$ cat src/rtl/sysclk_ctrl_pkg.sv
package sysclk_ctrl_pkg;
   localparam int REG_W     = 8;
   localparam int BIT_EN    = 7;
   localparam int BIT_RDY   = 6;
   localparam int BIT_SUSP  = 5;
   localparam int FIELD_SEL = 2; // bits available for the ratio select field

   // clock-gating state seen by the divider
   typedef enum logic [1:0] {
      GS_OFF    = 2'd0,
      GS_SETTLE = 2'd1,
      GS_RUN    = 2'd2
   } gate_state_e;
endpackage

$ cat src/rtl/sysclk_ctrl_regs.sv
module sysclk_ctrl_regs
   import sysclk_ctrl_pkg::*;
#(
   parameter int SEL_W   = 2,
   parameter int RST_SEL = 0
) (
   input  logic             clk,
   input  logic             rst_n,
   input  logic             wr_en,
   input  logic [REG_W-1:0] wr_data,
   input  logic             bus_resume,
   input  logic             vbus_lvl,
   input  logic             vbus_pol,
   output logic             en_o,
   output logic             susp_o,
   output logic [SEL_W-1:0] sel_o
);
   localparam logic [SEL_W-1:0] SEL_INIT = SEL_W'(RST_SEL);

   logic             en_q;
   logic             susp_q;
   logic [SEL_W-1:0] sel_q;
   logic             wake;

   // wake is honoured only when enabled and suspended
   always_comb begin
      wake = en_q & susp_q & (bus_resume | (vbus_lvl ~^ vbus_pol));
   end

   always_ff @(posedge clk or negedge rst_n) begin
      if (!rst_n) begin
         en_q   <= 1'b1;
         susp_q <= 1'b0;
         sel_q  <= SEL_INIT;
      end else if (wr_en) begin
         en_q   <= wr_data[BIT_EN];
         susp_q <= wr_data[BIT_SUSP];
         sel_q  <= wr_data[SEL_W-1:0];
      end else if (wake) begin
         susp_q <= 1'b0;
      end
   end

   assign en_o   = en_q;
   assign susp_o = susp_q;
   assign sel_o  = sel_q;
endmodule

$ cat src/rtl/sysclk_ctrl_settle.sv
module sysclk_ctrl_settle #(
   parameter int SETTLE_CYC = 16
) (
   input  logic clk,
   input  logic rst_n,
   input  logic run_i,
   output logic ready_o
);
   generate
      if (SETTLE_CYC == 0) begin : g_no_wait
         assign ready_o = run_i;
      end else begin : g_wait
         localparam int CNT_W = $clog2(SETTLE_CYC + 1);
         localparam logic [CNT_W-1:0] LAST = CNT_W'(SETTLE_CYC - 1);

         logic [CNT_W-1:0] cnt_q;
         logic             rdy_q;

         always_ff @(posedge clk or negedge rst_n) begin
            if (!rst_n) begin
               cnt_q <= '0;
               rdy_q <= 1'b0;
            end else if (!run_i) begin
               cnt_q <= '0;
               rdy_q <= 1'b0;
            end else if (!rdy_q) begin
               if (cnt_q == LAST) begin
                  rdy_q <= 1'b1;
               end else begin
                  cnt_q <= cnt_q + 1'b1;
               end
            end
         end

         // drop at once when the run condition goes away
         assign ready_o = rdy_q & run_i;
      end
   endgenerate
endmodule

$ cat src/rtl/sysclk_ctrl_divgate.sv
module sysclk_ctrl_divgate
   import sysclk_ctrl_pkg::*;
#(
   parameter int SEL_W = 2
) (
   input  logic             clk,
   input  logic             rst_n,
   input  logic             run_i,
   input  logic             active_i,
   input  logic [SEL_W-1:0] sel_i,
   output logic             sys_clk_o
);
   localparam int MAXSH = (1 << SEL_W) - 1; // log2 of the largest ratio
   localparam int PH_W  = (MAXSH < 1) ? 1 : MAXSH;

   logic [PH_W-1:0]  ph_q;
   logic [SEL_W-1:0] cur_q;
   logic [PH_W-1:0]  last_ph;
   logic             tick;
   logic             gate_q;
   gate_state_e      gs;

   always_comb begin
      if (!run_i)         gs = GS_OFF;
      else if (!active_i) gs = GS_SETTLE;
      else                gs = GS_RUN;
   end

   // code 0 is the largest ratio, all-ones is divide by one
   always_comb begin
      last_ph = PH_W'((32'd1 << (MAXSH - int'(cur_q))) - 32'd1);
      tick    = (gs == GS_RUN) && (ph_q == '0);
   end

   always_ff @(posedge clk or negedge rst_n) begin
      if (!rst_n) begin
         ph_q  <= '0;
         cur_q <= '0;
      end else if (gs != GS_RUN) begin
         ph_q  <= '0;
         cur_q <= sel_i;
      end else if (ph_q == last_ph) begin
         ph_q  <= '0;
         cur_q <= sel_i; // new ratio only at a period boundary
      end else begin
         ph_q  <= ph_q + 1'b1;
      end
   end

   // enable retimed while the source is high, used on the next high phase
   always_ff @(negedge clk or negedge rst_n) begin
      if (!rst_n) gate_q <= 1'b0;
      else        gate_q <= tick;
   end

   assign sys_clk_o = clk & gate_q;
endmodule

$ cat src/rtl/sysclk_ctrl.sv
module sysclk_ctrl
   import sysclk_ctrl_pkg::*;
#(
   parameter int SETTLE_CYC = 16,
   parameter int SEL_W      = 2,
   parameter int RST_SEL    = 0
) (
   input  logic             src_clk,
   input  logic             rst_n,
   input  logic             wr_en,
   input  logic [REG_W-1:0] wr_data,
   output logic [REG_W-1:0] rd_data,
   input  logic             bus_resume,
   input  logic             vbus_lvl,
   input  logic             vbus_pol,
   output logic             sys_clk,
   output logic             ready
);
   generate
      if (SEL_W < 1 || SEL_W > FIELD_SEL) begin : g_bad_sel
         $error("sysclk_ctrl: SEL_W must be 1..%0d", FIELD_SEL);
      end
      if (RST_SEL < 0 || RST_SEL >= (1 << SEL_W)) begin : g_bad_rst
         $error("sysclk_ctrl: RST_SEL out of range");
      end
      if (SETTLE_CYC < 0) begin : g_bad_settle
         $error("sysclk_ctrl: SETTLE_CYC must not be negative");
      end
   endgenerate

   logic             en;
   logic             susp;
   logic [SEL_W-1:0] sel;
   logic             run;
   logic             rdy;

   sysclk_ctrl_regs #(.SEL_W(SEL_W), .RST_SEL(RST_SEL)) u_regs (
      .clk        (src_clk),
      .rst_n      (rst_n),
      .wr_en      (wr_en),
      .wr_data    (wr_data),
      .bus_resume (bus_resume),
      .vbus_lvl   (vbus_lvl),
      .vbus_pol   (vbus_pol),
      .en_o       (en),
      .susp_o     (susp),
      .sel_o      (sel)
   );

   assign run = en & ~susp;

   sysclk_ctrl_settle #(.SETTLE_CYC(SETTLE_CYC)) u_settle (
      .clk     (src_clk),
      .rst_n   (rst_n),
      .run_i   (run),
      .ready_o (rdy)
   );

   sysclk_ctrl_divgate #(.SEL_W(SEL_W)) u_div (
      .clk       (src_clk),
      .rst_n     (rst_n),
      .run_i     (run),
      .active_i  (rdy),
      .sel_i     (sel),
      .sys_clk_o (sys_clk)
   );

   always_comb begin
      rd_data           = '0;
      rd_data[BIT_EN]   = en;
      rd_data[BIT_RDY]  = rdy;
      rd_data[BIT_SUSP] = susp;
      rd_data[SEL_W-1:0] = sel;
   end

   assign ready = rdy;
endmodule

$ cat config.mk
export PLATFORM = sky130hd
export DESIGN_NAME = sysclk_ctrl
export DESIGN_NICKNAME = d
export VERILOG_FILES = /design/src/rtl/sysclk_ctrl_pkg.sv /design/src/rtl/sysclk_ctrl_regs.sv /design/src/rtl/sysclk_ctrl_settle.sv /design/src/rtl/sysclk_ctrl_divgate.sv /design/src/rtl/sysclk_ctrl.sv
export SDC_FILE = /design/constraint.sdc
export NUM_CORES = 1
export LEC_CHECK = 0
export BUFFER_PORTS_ARGS = -buffer_cell sky130_fd_sc_hd__buf_2
export CAP_MARGIN = 20
export CORE_MARGIN = 1
export CORE_UTILIZATION = 56
export CTS_BUF_LIST = sky130_fd_sc_hd__clkbuf_2 sky130_fd_sc_hd__clkbuf_4 sky130_fd_sc_hd__clkbuf_8
export CTS_CLUSTER_SIZE = 12
export DETAILED_ROUTE_END_ITERATION = 10
export PLACE_DENSITY = 0.94
export RECOVER_POWER = 25
export SLEW_MARGIN = 20
export SYNTH_ARGS = -nofsm -noshare
export SYNTH_HDL_FRONTEND = slang
export SYNTH_SLANG_ARGS = --single-unit
$ cat constraint.sdc
create_clock -name src_clk -period 4.2 [get_ports src_clk]
set_clock_uncertainty 0.2 [all_clocks]
set_input_delay 0.42 -clock src_clk [delete_from_list [all_inputs] [get_ports src_clk]]
set_output_delay 0.42 -clock src_clk [all_outputs]
set_load 0.01 [all_outputs]
==> impl_metrics.py <==
metrics = {
    "synthesis": {
        "synth.top_cell.area_share_pct": 42.0,
        "synth_edf_count": 0,
        "yosys_warnings": 0,
        "synth.avg_cell_area_um2": 10.3,
        "yosys.area.top_type": "dfrtp_1",
        "synth_ff_type": "dfrtp_1",
        "synth_cell_types": 31,
        "yosysSeqAreaShare_pct": 48.2,
        "yosys-top-cells-area": "dfrtp_1 (42%), ha_1 (6.0%), buf_4 (5.4%)",
        "syn_inst": 81,
        "async_flop_share_pct": 100,
        "syn_area_um2": 833,
        "synth-seq-cells": 16,
    },
    "job": {
        "maxCapViolCount": 0,
    },
    "finish": {
        "multi_input_area_um2": 375,
        "seqCellArea_um2": 402,
        "layout_commonest_cell": "buf_2",
        "mostFrequentLayoutCells": "buf_2 (15), dfrtp_1 (14), nor2_1 (10)",
        "antenna_cells": 0,
        "drive_gt1_share_pct": 28.7,
        "nets": 120,
        "final_util_pct": 71.3,
        "n_fill_cell": 102,
        "syn2layout_area_growth_pct": 15.5,
    },
    "critical_path": {
        "reg2reg_depth": 3,
        "start_kind": "flop",
        "r2r_setup_slack_ps": 860,
        "crit_fanout": 1,
        "endpoint": "sys_clk",
        "required_ps": 3580,
        "cp.arrival_ps": 3110,
        "critPathCaptureType": "primary output",
        "timing.rr.start": "u_div.ph_q[0]$_DFF_PN0_",
        "crit_path_start": "u_div.gate_q$_DFF_NN0_",
        "path_class": "reg -> out",
        "r2r-end": "u_div.gate_q$_DFF_NN0_",
    },
    "detailed_routing": {
        "wirelength_mm": 1.55,
        "post_drt_via_cell_ratio": 5.47,
        "antenna_left": 0,
        "vias": 635,
        "drt_pass1_iterations": 5,
        "detail_route.wl_per_cell_um": 13.3,
        "drtIter0Drc": 12,
        "drc": 0,
    },
    "power_and_ir_drop": {
        "max-vdd-ir-drop_mv": 0.250,
        "comb_power_share_pct": 10.3,
        "p_int_uw": 265,
        "power_leakage_nw": 0.479,
        "clock_power_share_pct": 41.0,
        "power_density_nw_per_um2": 366,
        "sequentialPowerShare_pct": 48.7,
        "switchingPower_uw": 86.6,
        "netSwitchingFraction_pct": 24.6,
    },
    "hold_path": {
        "hp-class": "in -> reg",
    },
    "timing": {
        "fin_tns_setup_ps": 0,
        "finalSetupViolations": 0,
        "final_max_slew_viol_count": 0,
        "tightest_slew_ps": 832,
        "hold_viol_final": 0,
        "relSlewSlack_pct": 44.5,
        "grt_setup_unrepaired": "no",
    },
    "placement": {
        "place_congestion": 0.798,
        "dp_hpwl_mm": 1.09,
        "portBuffers": 16,
    },
    "clock_network": {
        "ctsResizeCount": 0,
        "clkTransAtPathRegs_ps": 90,
        "cts_setup_buffers": 0,
        "clock_latency_ps": 410,
        "cts_tree": "yes",
    },
    "global_route": {
        "grt_first_pass_wirelength_mm": 2.44,
        "overflow": 0,
        "grt_pass1_vias": 575,
        "grt_start_max_net_pins": 17,
        "antenna_found_initial": 0,
        "grt_usage_pct": 26.1,
    },
    "outcome": {
        "outcome": "complete, no violations",
    },
    "floorplan": {
        "fp.dieW_um": 40.6,
        "io_pins": 24,
        "initial_core_util_pct": 61.7,
        "die_area_um2": 1650,
        "fp.dieH_um": 40.6,
        "rows": 13,
        "coreArea_um2": 1350,
    },
}
==> through the flow <==
stage / std cells / hold WS [ps] / worst slack, ps / power (mW) / area (um^2)
CTS: 116 / 28.9 / 455 / 0.355 / 963
floorplan: 83 / -75.6 / 971 / 0.198 / 841
detailed placement: 108 / 144 / 892 / 0.210 / 895
finish: 116 / 35.6 / 465 / 0.352 / 962
global placement: 108 / 145 / 907 / 0.207 / 895
global route: 116 / 34.1 / 439 / 0.371 / 962
==> layer usage <==
metal  wire (um)  vias up  global-route usage (%)
met5           0        -                       0
met4          43        0                    29.2
met3          89        5                    12.8
met2         756       22                    34.5
met1         655      305                    27.9
li1            -      303                       -
==> logic make-up (layout without fill, tap and decap cells) <==
family                   Yosys count  after routing  synth area share [%]
flip-flops                        16             16                  48.2
AND/OR/NAND/NOR                   30             30                  19.7
buffers and inverters             11             29                  7.66
other                              1              3                 0.450
XOR/XNOR                           5              5                  5.26
adder cells (fa/ha/maj)            4              4                  6.01
AO/OA/AOI/OAI                     11             11                  8.71
multiplexers                       3              3                  4.05
==> flip-flops by register name (all words and copies together), names as in the netlist <==
name,count
u_settle.g_wait.cnt_q,5
u_div.ph_q,3
u_div.cur_q,2
u_regs.sel_o,2
u_div.gate_q,1
u_regs.en_o,1
u_regs.susp_o,1
u_settle.g_wait.rdy_q,1
==> Yosys cell counts, drive strengths merged, types with 2 or more instances <==
cell type and count:
xor2 2, nor3b 2, o21ai 4, nand3b 2, ha 4, nor2 10
buf 6, dfrtp 14, nand3 2, and2b 2, and3 2, xnor2 3
inv 5, a21oi 2, nand2 5, mux2 3
==> power groups by stage <==
stage	Clock, mW	Sequential, mW	Combinational, mW
after detailed placement	0.000000722	0.174	0.0358
after floorplan	0.000000716	0.173	0.0250
after CTS	0.148	0.171	0.0367
after global routing	0.156	0.173	0.0414
after global placement	0.000000722	0.173	0.0337
final	0.144	0.171	0.0362
==> what timing repair did <==
item                                   4_1_cts  5_1_grt
setup endpoints to repair                    0        0
hold buffers                                 1        0
endpoints found under the hold margin       15        0
==> final cells by class <==
type                    count  share of cell area (%)
clock buffers               8                    6.63
inverters                   5                    1.95
multi-input cells          56                    39.0
flip-flops and latches     16                    41.7
well taps                  15                    1.95
repair buffers             16                    8.71
==> critical path: stages (launching register included) <==
cell,delay [ps]
dfrtn_1,380
and2_1,100
buf_2,120
==> worst min-delay path by stage <==
stage / startpoint / to / slack (ps) / cells after the start
6_report: wr_data[5] / u_regs.susp_o$_DFFE_PN0P_ / 40 / 3
5_1_grt: wr_data[0] / u_regs.sel_o[0]$_DFFE_PN0P_ / 30 / 2
4_1_cts: wr_data[5] / u_regs.susp_o$_DFFE_PN0P_ / 30 / 3
3_5_place_dp: rst_n / u_settle.g_wait.cnt_q[4]$_DFFE_PN0P_ / 140 / 1
3_3_place_gp: rst_n / u_settle.g_wait.cnt_q[4]$_DFFE_PN0P_ / 140 / 1
2_1_floorplan: rst_n / u_div.cur_q[0]$_DFFE_PN0P_ / -80 / 0
Note: power is estimated with default switching activity, not from simulation.
